### src/rtl/df_pkg.sv
package df_pkg;

    typedef enum logic [1:0] {
        CLS_BENIGN  = 2'd0,
        CLS_CONTRIB = 2'd1,
        CLS_PAGE    = 2'd2
    } exc_cls_e;

    typedef enum logic [1:0] {
        KIND_FAULT = 2'd0,
        KIND_TRAP  = 2'd1,
        KIND_ABORT = 2'd2
    } exc_kind_e;

    typedef enum logic [1:0] {
        ST_IDLE = 2'd0,
        ST_SERV = 2'd1,
        ST_DF   = 2'd2,
        ST_HALT = 2'd3
    } trk_state_e;

endpackage

### src/rtl/df_vec_classify.sv
module df_vec_classify
    import df_pkg::*;
#(
    parameter int VEC_W  = 8,
    parameter int DF_VEC = 8
) (
    input  logic [VEC_W-1:0] vec,
    output exc_cls_e         cls,
    output logic             has_err,
    output exc_kind_e        kind
);

    always_comb begin
        // class sort, everything unnamed falls back to benign
        if (vec == VEC_W'(14)) begin
            cls = CLS_PAGE;
        end else if (vec inside {VEC_W'(0), VEC_W'(9), VEC_W'(10),
                                 VEC_W'(11), VEC_W'(12), VEC_W'(13)}) begin
            cls = CLS_CONTRIB;
        end else begin
            cls = CLS_BENIGN;
        end
    end

    // vectors that push an error code
    assign has_err = vec inside {VEC_W'(DF_VEC), VEC_W'(10), VEC_W'(11),
                                 VEC_W'(12), VEC_W'(13), VEC_W'(14)};

    always_comb begin
        // kind encoding
        if (vec == VEC_W'(DF_VEC)) begin
            kind = KIND_ABORT;
        end else if (vec == VEC_W'(3) || vec == VEC_W'(4)) begin
            kind = KIND_TRAP;
        end else begin
            kind = KIND_FAULT;
        end
    end

endmodule

### src/rtl/df_pair_rule.sv
module df_pair_rule
    import df_pkg::*;
(
    input  exc_cls_e first_cls,
    input  exc_cls_e second_cls,
    output logic     escalate
);

    logic contrib_pair;
    logic page_pair;

    // contributory on contributory
    assign contrib_pair = (first_cls == CLS_CONTRIB) && (second_cls == CLS_CONTRIB);
    // page fault followed by contributory or page fault
    assign page_pair    = (first_cls == CLS_PAGE) &&
                          ((second_cls == CLS_CONTRIB) || (second_cls == CLS_PAGE));
    assign escalate     = contrib_pair || page_pair;

endmodule

### src/rtl/df_escalation_tracker.sv
module df_escalation_tracker
    import df_pkg::*;
#(
    parameter int VEC_W     = 8,
    parameter int ERR_W     = 32,
    parameter int DF_VECTOR = 8
) (
    input  logic             clk,
    input  logic             rst_n,
    input  logic             exc_valid,
    input  logic [VEC_W-1:0] exc_vector,
    input  logic             deliver_done,
    output logic             dlv_valid,
    output logic [VEC_W-1:0] dlv_vector,
    output logic             dlv_has_err,
    output logic [ERR_W-1:0] dlv_err_code,
    output logic [1:0]       dlv_kind,
    output logic             shutdown
);

    localparam logic [VEC_W-1:0] DF_VEC_L = VEC_W'(DF_VECTOR);

    trk_state_e       state_q, state_d;
    exc_cls_e         cur_cls_q;
    exc_cls_e         new_cls;
    logic             new_err;
    exc_kind_e        new_kind;
    logic             esc;

    logic             load;
    logic             load_df;
    logic [VEC_W-1:0] sel_vec;
    logic             sel_err;
    exc_kind_e        sel_kind;

    df_vec_classify #(
        .VEC_W  (VEC_W),
        .DF_VEC (DF_VECTOR)
    ) u_cls (
        .vec     (exc_vector),
        .cls     (new_cls),
        .has_err (new_err),
        .kind    (new_kind)
    );

    df_pair_rule u_rule (
        .first_cls  (cur_cls_q),
        .second_cls (new_cls),
        .escalate   (esc)
    );

    // next-state and load decisions
    always_comb begin
        state_d = state_q;
        load    = 1'b0;
        load_df = 1'b0;
        unique case (state_q)
            ST_IDLE: begin
                if (exc_valid) begin            // accept
                    state_d = ST_SERV;
                    load    = 1'b1;
                end
            end
            ST_SERV: begin
                if (exc_valid) begin
                    load = 1'b1;
                    if (esc) begin              // escalate
                        state_d = ST_DF;
                        load_df = 1'b1;
                    end
                end else if (deliver_done) begin // retire
                    state_d = ST_IDLE;
                end
            end
            ST_DF: begin
                if (exc_valid) begin            // collapse
                    state_d = ST_HALT;
                end else if (deliver_done) begin // retire
                    state_d = ST_IDLE;
                end
            end
            ST_HALT: begin
                state_d = ST_HALT;              // hold
            end
        endcase
    end

    assign sel_vec  = load_df ? DF_VEC_L   : exc_vector;
    assign sel_err  = load_df ? 1'b1       : new_err;
    assign sel_kind = load_df ? KIND_ABORT : new_kind;

    // state register
    always_ff @(posedge clk or negedge rst_n) begin
        if (!rst_n) begin
            state_q   <= ST_IDLE;
            cur_cls_q <= CLS_BENIGN;
        end else begin
            state_q <= state_d;
            if (load && !load_df) begin
                cur_cls_q <= new_cls;
            end
        end
    end

    // output register
    always_ff @(posedge clk or negedge rst_n) begin
        if (!rst_n) begin
            dlv_valid   <= 1'b0;
            dlv_vector  <= '0;
            dlv_has_err <= 1'b0;
            dlv_kind    <= KIND_FAULT;
            shutdown    <= 1'b0;
        end else begin
            dlv_valid <= load;
            shutdown  <= (state_d == ST_HALT);
            if (load) begin
                dlv_vector  <= sel_vec;
                dlv_has_err <= sel_err;
                dlv_kind    <= sel_kind;
            end
        end
    end

    // the double-fault error code is zero
    assign dlv_err_code = '0;

    p_df_pair_r3: assert property (@(posedge clk) disable iff (!rst_n)
        (state_q == ST_SERV && exc_valid && cur_cls_q == CLS_CONTRIB && new_cls == CLS_CONTRIB)
        |=> (dlv_valid && dlv_vector == DF_VEC_L));

    p_page_pair_r4: assert property (@(posedge clk) disable iff (!rst_n)
        (state_q == ST_SERV && exc_valid && cur_cls_q == CLS_PAGE && new_cls != CLS_BENIGN)
        |=> (dlv_valid && dlv_vector == DF_VEC_L && dlv_kind == KIND_ABORT));

    p_df_err_r6: assert property (@(posedge clk) disable iff (!rst_n)
        (dlv_valid && state_q == ST_DF) |-> (dlv_has_err && dlv_err_code == '0));

    p_accept_r1: assert property (@(posedge clk) disable iff (!rst_n)
        (state_q == ST_IDLE && exc_valid) |=> (dlv_valid && dlv_vector == $past(exc_vector)));

    p_idle_done_r8: assert property (@(posedge clk) disable iff (!rst_n)
        (state_q == ST_IDLE && !exc_valid) |=> (!dlv_valid && state_q == ST_IDLE));

    p_shut_sticky_r9: assert property (@(posedge clk) disable iff (!rst_n)
        shutdown |=> (shutdown && !dlv_valid));

    p_collapse_r9: assert property (@(posedge clk) disable iff (!rst_n)
        (state_q == ST_DF && exc_valid) |=> (shutdown && !dlv_valid));

endmodule

### config.mk
export PLATFORM = sky130hd
export DESIGN_NAME = df_escalation_tracker
export DESIGN_NICKNAME = d
export VERILOG_FILES = /design/src/rtl/df_pkg.sv /design/src/rtl/df_vec_classify.sv /design/src/rtl/df_pair_rule.sv /design/src/rtl/df_escalation_tracker.sv
export SDC_FILE = /design/constraint.sdc
export NUM_CORES = 1
export LEC_CHECK = 0
export CORE_UTILIZATION = 39
export DETAILED_ROUTE_END_ITERATION = 7
export PLACE_DENSITY = 0.81
export SLEW_MARGIN = 0
export SYNTH_ARGS = -nofsm -noshare
export SYNTH_HDL_FRONTEND = slang
export SYNTH_SLANG_ARGS = --single-unit
### constraint.sdc
create_clock -name clk -period 1.6 [get_ports clk]
set_clock_uncertainty 0.1 [all_clocks]
set_input_delay 0.4 -clock clk [delete_from_list [all_inputs] [get_ports clk]]
set_output_delay 0.4 -clock clk [all_outputs]
set_load 0.005 [all_outputs]
==> results by group, run 1 <==
Global routing
  • First-pass GRT wire length: 3380 um
  • Overall overflow remaining after global route: 0
  • Vias in the first global route: 815
  • Pin count of the biggest net entering global routing: 18
  • Total global routing track utilization: 14.0%
  • Initial antenna violation count: 0

Power and ir drop
  • Maximum VDD drop: 0.000409 V
  • Power consumption: 893 uW
  • Static leakage: 0.000748 uW
  • Pwr per Cell Area: 633 mW/mm2

Drt
  • Met1 layer wirelength in the final routing: 816 um
  • Top layer reached by signal wires: met4
  • Vias per Instance: 4.60
  • Total number of vias: 897
  • Met2 wire len: 1020 um
  • Post-detailed-route DRC marker count: 0
  • Iteration count of the initial detailed-routing pass: 4
  • Wire length per cell: 10.5 um
  • Antenna viol nets, final: 0
  • Detail Route met3 WL: 149 um
  • Drt total wl: 2050 um
  • Number of DRC markers after the initial detailed-route iteration: 25

Finish
  • Post-layout net count: 178
  • Growth of design area from synthesis to finish: 27.3%
  • Leading cell type in the layout, fill and taps excluded: conb_1
  • Highest-count cells in the layout ignoring fill and taps: conb_1 (32), nand2_1 (26), dlygate4sd2_1 (19), buf_4 (19), dfrtp_1 (17)
  • Final Core Density: 54.4%
  • Fraction of final layout cells with drive strength greater than 1: 18.8%
  • Ant. Diodes: 0

Timing
  • Minimum period implied by the final worst setup slack: 1.52 ns
  • Count of final hold-check violations: 0
  • Final sum of negative setup slack: 0 ns
  • Fin crit share: 95.2%
  • Count of final max-slew check failures: 0
  • Hold WS: 0.316 ns
  • Setup violators final: 0
  • RSZ-0062 raised after global routing: false
  • Achievable Freq: 657 MHz

Yosys
  • Avg Cell Area, Syn: 8.86 um2
  • Unique cell type count in the Yosys netlist: 36
  • Synthesis warning total: 0
  • Prevailing post-synth register cell: dfrtp_1
  • Number of synthesized flops with an enable pin: 0
  • Fraction of registers with async set or reset after synthesis: 100%
  • Proportion of synthesized chip area in sequential cells: 38.4%
  • Synthesized instance count: 125
  • Post-synthesis cell area: 0.00111 mm2
  • Seq cells post-synth: 17

Floorplan
  • Die Ht: 55.3 um
  • Number of top-level design ports: 57
  • Width of the die: 55.3 um
  • Die Area: 0.00306 mm2
  • Area of the core: 0.00259 mm2
  • Initial standard-cell utilization of the core: 42.8%
  • Count of standard-cell rows: 18

Setup path
  • Arrival time worst endpoint: 1.59 ns
  • Worst Setup Start Kind: input pin
  • Start-to-end type of the worst setup path: input pin to flip-flop
  • Worst EP required: 1.66 ns
  • Critical Path End Type: flip-flop
  • Maximum fanout encountered on the critical timing path: 7

Placed design
  • Final GP Congestion: 0.790
  • Detailed Place HPWL: 1660 um
  • Count of input and output buffers: 24

Run
  • Count of maximum capacitance violations: 0

Clock network
  • Cts-stage hold buffer count: 0
  • CTS buffer count: 3
  • H-Tree Level Count: 1
  • CTS root buf: clkbuf_4
  • Clock sink total: 17
  • Clock-pin slew on the worst setup and hold paths: 0.09 ns
  • Clock tree from TritonCTS: built
  • Number of buffers on the longest clock path: 2
  • Source-to-sink clock delay at the later pin of the worst-skew pair: 0.28 ns

Min path
  • Path category of the worst min-delay check: input pin to flip-flop

Status
  • Status: finished, final reports clean
critical path: stages:
cell,delay [ns]
dlygate4sd2_1,0.26
or4b_4,0.55
o211a_4,0.17
nand3_4,0.10
o21ai_0,0.10
layer usage:
layer / vias up / track usage, %
li1: 427 / -
met1: 417 / 14.5
met2: 45 / 25.3
met3: 8 / 3.28
met4: 0 / 8.93
met5: - / 0
cell type report:
type                            instances  area [um2]
Clock buffer                            4        26.3
Fill cell                             245        1180
Inverter                                4        15.0
Multi-Input combinational cell         97         544
Sequential cell                        17         425
Tap cell                               30        37.5
Timing Repair Buffer                   43         362
registers in the layout, indices dropped and copies added (netlist names):
register and flops:
cur_cls_q 2, dlv_has_err 1, dlv_vector 8, shutdown 1
dlv_kind 2, state_q 2, dlv_valid 1
metrics by stage:
stage	area, um2	setup slack [ns]	cells
after detailed placement	1330	-0.418	183
after global placement	1330	-0.390	183
after CTS	1410	0.0296	195
after global routing	1410	0.0445	195
final	1410	0.0772	195
after floorplan	1260	-0.00376	156
cell families (layout without fill, tap and decap cells):
group,after synthesis,in the layout,share of synthesized area (%)
AND/OR/NAND/NOR,43,43,19.0
buffers and inverters,42,51,26.1
AO/OA/AOI/OAI,20,20,14.5
flip-flops,17,17,38.4
other,1,32,0.339
XOR/XNOR,1,1,0.791
multiplexers,1,1,0.904
cells in the mapped netlist, types with 2 or more instances:
master,count,area (um2)
nand2_1,26,97.6
dfrtp_1,17,425
nand3b_1,2,15.0
a21boi_0,2,15.0
a31oi_1,2,12.5
inv_1,4,15.0
buf_4,32,240
buf_2,2,10.0
nor2_1,6,22.5
a21boi_2,3,33.8
o21ai_0,4,20.0
power breakdown:
part	switching, uW	internal (uW)
sequential	11.6	453
combinational	104	104
clock	123	96.9
total	238	654
final timing paths:
kind	slack [ns]	cells after the start	end	from
worst max-delay path	0.08	5	dlv_vector[3]	exc_vector[1]
worst min-delay path	0.32	3	dlv_vector[5]	exc_vector[5]
worst max register to register	0.26	4	dlv_vector[2]	state_q[0]
worst min register to register	0.38	2	dlv_vector[4]	dlv_vector[4]
max in group asynchronous	0.89	2	dlv_vector[0]	rst_n
min in group asynchronous	0.33	2	shutdown	rst_n
timing repair:
| action | in CTS | in global routing |
|---|---|---|
| endpoints found under the setup margin | 22 | 3 |
| setup buffers | 8 | 0 |
| pin swaps | 4 | 2 |
| gates resized for setup | 22 | 1 |
No activity file was read; power rests on OpenSTA's default activity.
==> inputs of run 2 (changes only) <==
--- a/config.mk
+++ b/config.mk
@@ -5,6 +5,7 @@
 export SDC_FILE = /design/constraint.sdc
 export NUM_CORES = 1
 export LEC_CHECK = 0
+export CORE_ASPECT_RATIO = 0.8
 export CORE_UTILIZATION = 39
 export DETAILED_ROUTE_END_ITERATION = 7
 export PLACE_DENSITY = 0.81
==> run 2 against run 1 <==
  * Utilization up 0.54 points
  * Critical path depth unchanged
  * Die area about the same
==> results by group, run 2 (synthesis gave the netlist of run 1 again) <==
Clock network
  • CTS root buf: clkbuf_4
  • Clock-pin slew on the worst setup and hold paths: 0.11 ns (+0.02 ns)
  • Clock tree from TritonCTS: built
  • CTS buffer count: 3 (unchanged)
  • Number of buffers on the longest clock path: 2 (unchanged)
  • Source-to-sink clock delay at the later pin of the worst-skew pair: 0.29 ns (about the same)
  • Clock sink total: 17 (unchanged)
  • H-Tree Level Count: 1 (unchanged)

Floorplan
  • Die Ht: 49.7 um (-10%)
  • Width of the die: 61.6 um (+11%)
  • Count of standard-cell rows: 16 (-2)
  • Die Area: 0.00306 mm2 (about the same)
  • Initial standard-cell utilization of the core: 43.2% (+0.46 points)
  • Number of top-level design ports: 57 (unchanged)
  • Area of the core: 0.00256 mm2 (-1.1%)

Power and ir drop
  • Maximum VDD drop: 0.000324 V (-21%)
  • Pwr per Cell Area: 643 mW/mm2 (+1.5%)
  • Power consumption: 905 uW (+1.4%)
  • Static leakage: 0.000737 uW (-1.5%)

Status
  • Status: finished, final reports clean

Global routing
  • Total global routing track utilization: 15.5% (+1.5 points)
  • Initial antenna violation count: 0 (unchanged)
  • Peak-usage layer in the global routing report: met2
  • First-pass GRT wire length: 3510 um (+3.7%)
  • Vias in the first global route: 829 (+1.7%)
  • Pin count of the biggest net entering global routing: 18 (unchanged)
  • Global-route track usage on met3: 4.20% (+0.92 points)
  • Overall overflow remaining after global route: 0 (unchanged)
  • Met1 layer usage reported by global route: 16.0% (+1.6 points)
  • Routing usage on met2: 28.7% (+3.4 points)

Finish
  • Fraction of final layout cells with drive strength greater than 1: 18.9% (+0.11 points)
  • Multi-input gate area in the final layout: 544 um2 (unchanged)
  • Final Instance Count excl. Fillers: 200 (+2.6%)
  • Ant. Diodes: 0 (unchanged)
  • Sequential cell area: 425 um2 (unchanged)
  • Leading cell type in the layout, fill and taps excluded: conb_1
  • Growth of design area from synthesis to finish: 27.2% (about the same)
  • Largest register FFs: 8 (unchanged)
  • Number of fill cells in the layout: 234 (-4.5%)
  • Register bank with the most flops: dlv_vector
  • Post-layout net count: 177 (-0.56%)
  • Highest-count cells in the layout ignoring fill and taps: conb_1 (32), nand2_1 (26), dlygate4sd2_1 (19)

Placed design
  • Final GP Congestion: 0.782 (-1.0%)
  • Total placed cells including tap cells: 191 (+4.4%)
  • Worst setup slack before clock tree synthesis: -0.501 ns (-0.0832 ns)
  • Count of input and output buffers: 24 (unchanged)
  • Detailed Place HPWL: 1810 um (+9.0%)

Drt
  • Antenna viol nets, final: 0 (unchanged)
  • Post-detailed-route DRC marker count: 0 (unchanged)
  • Total number of vias: 903 (+0.67%)
  • Drt total wl: 2240 um (+9.6%)
  • Number of DRC markers after the initial detailed-route iteration: 25 (unchanged)
  • Wire length per cell: 11.2 um (+6.8%)
  • Iteration count of the initial detailed-routing pass: 4 (unchanged)
  • Vias per Instance: 4.52 (-1.8%)

Setup path
  • CP delay by family, top: simple AND/OR/NAND/NOR gates
  • Worst-path cell chain: clkdlybuf4s50_1 > nor4_4 > and2_4 > nand3_4 > a21boi_2
  • Buffering stage count on the worst path with inverters included: 1 (unchanged)
  • Maximum fanout encountered on the critical timing path: 7 (unchanged)
  • Cell count along the critical path: 5 (unchanged)
  • Critical Path End Type: flip-flop
  • Start-to-end type of the worst setup path: input pin to flip-flop
  • Arrival time worst endpoint: 1.64 ns (+0.05 ns)
  • Worst Setup Start Kind: input pin
  • Path depth of the worst reg2reg path: 4 (unchanged)
  • Slowest Stage Delay on Critical Path: 0.46 ns (-0.09 ns)
  • Worst EP required: 1.68 ns (+0.02 ns)
  • Slowest-stage cell, CP: clkdlybuf4s50_1

Min path
  • Path category of the worst min-delay check: input pin to asynchronous set/reset pin

Run
  • Count of maximum capacitance violations: 0 (unchanged)

Timing
  • Count of final max-slew check failures: 0 (unchanged)
  • Count of final hold-check violations: 0 (unchanged)
  • RSZ-0062 raised after global routing: false
  • Worst Slack Setup Final: 0.0428 ns (-0.0345 ns)
  • Hold WS: 0.313 ns (-0.00362 ns)
  • Minimum period implied by the final worst setup slack: 1.56 ns (+0.0345 ns)
  • Setup violators final: 0 (unchanged)
  • Fin crit share: 97.3% (+2.2 points)
  • Achievable Freq: 642 MHz (-2.2%)
==> run 2: changes by cell type in the layout (fill, tap and decap cells not counted), sizes merged <==
cell,delta
buf,-1
clkbuf,-1
clkdlybuf4s50,+1
clkinv,+1
dlymetal6s2s,-1
==> run 2: final cells by class <==
| class | instances | share of cell area (%) |
|---|---|---|
| clock buffers | 3 | 1.60 |
| clock inverters | 1 | 0.355 |
| inverters | 4 | 1.07 |
| multi-input cells | 97 | 38.6 |
| flip-flops and latches | 17 | 30.2 |
| well taps | 36 | 3.20 |
| repair buffers | 42 | 25.0 |
==> run 2: timing repair <==
item                                    in CTS  in global routing
hold buffers                                 0                  0
gates resized for setup                     22                  0
setup buffers                                5                  0
endpoints found under the setup margin      22                  0
endpoints found under the hold margin        0                  0
==> run 2: final timing paths <==
check	startpoint	end	slack [ns]
setup / recovery	exc_vector[7]	dlv_vector[2]	0.04
hold / removal	rst_n	dlv_kind[0]	0.31
setup reg to reg	state_q[0]	dlv_vector[2]	0.24
hold reg to reg	dlv_vector[6]	dlv_vector[6]	0.38
max in group asynchronous	rst_n	state_q[0]	0.90
min in group clk	dlv_vector[6]	dlv_vector[6]	0.38
==> run 2: through the flow <==
| step | utilization [%] | area (um2) | setup TNS (ns) |
|---|---|---|---|
| 2_1_floorplan | - | 1260 | -0.0113 |
| 3_5_place_dp | 52.9 | 1360 | -4.28 |
| 5_1_grt | 55.0 | 1410 | 0 |
| 6_report | 55.0 | 1410 | 0 |
| 3_3_place_gp | 52.9 | 1360 | -3.62 |
| 4_1_cts | 55.0 | 1410 | 0 |
==> run 2: power by group <==
part	leakage [uW]	switching (uW)	internal, uW
Combinational	0.000504	105	101
Clock	0.0000177	141	92.8
Sequential	0.000215	12.0	453
Total	0.000737	258	647
==> run 2: layer usage <==
| layer | wire (um) | share of wire [%] |
|---|---|---|
| met5 | 0 | 0 |
| met4 | 32 | 1.4 |
| met2 | 1170 | 52 |
| met3 | 156 | 7.0 |
| met1 | 882 | 39 |
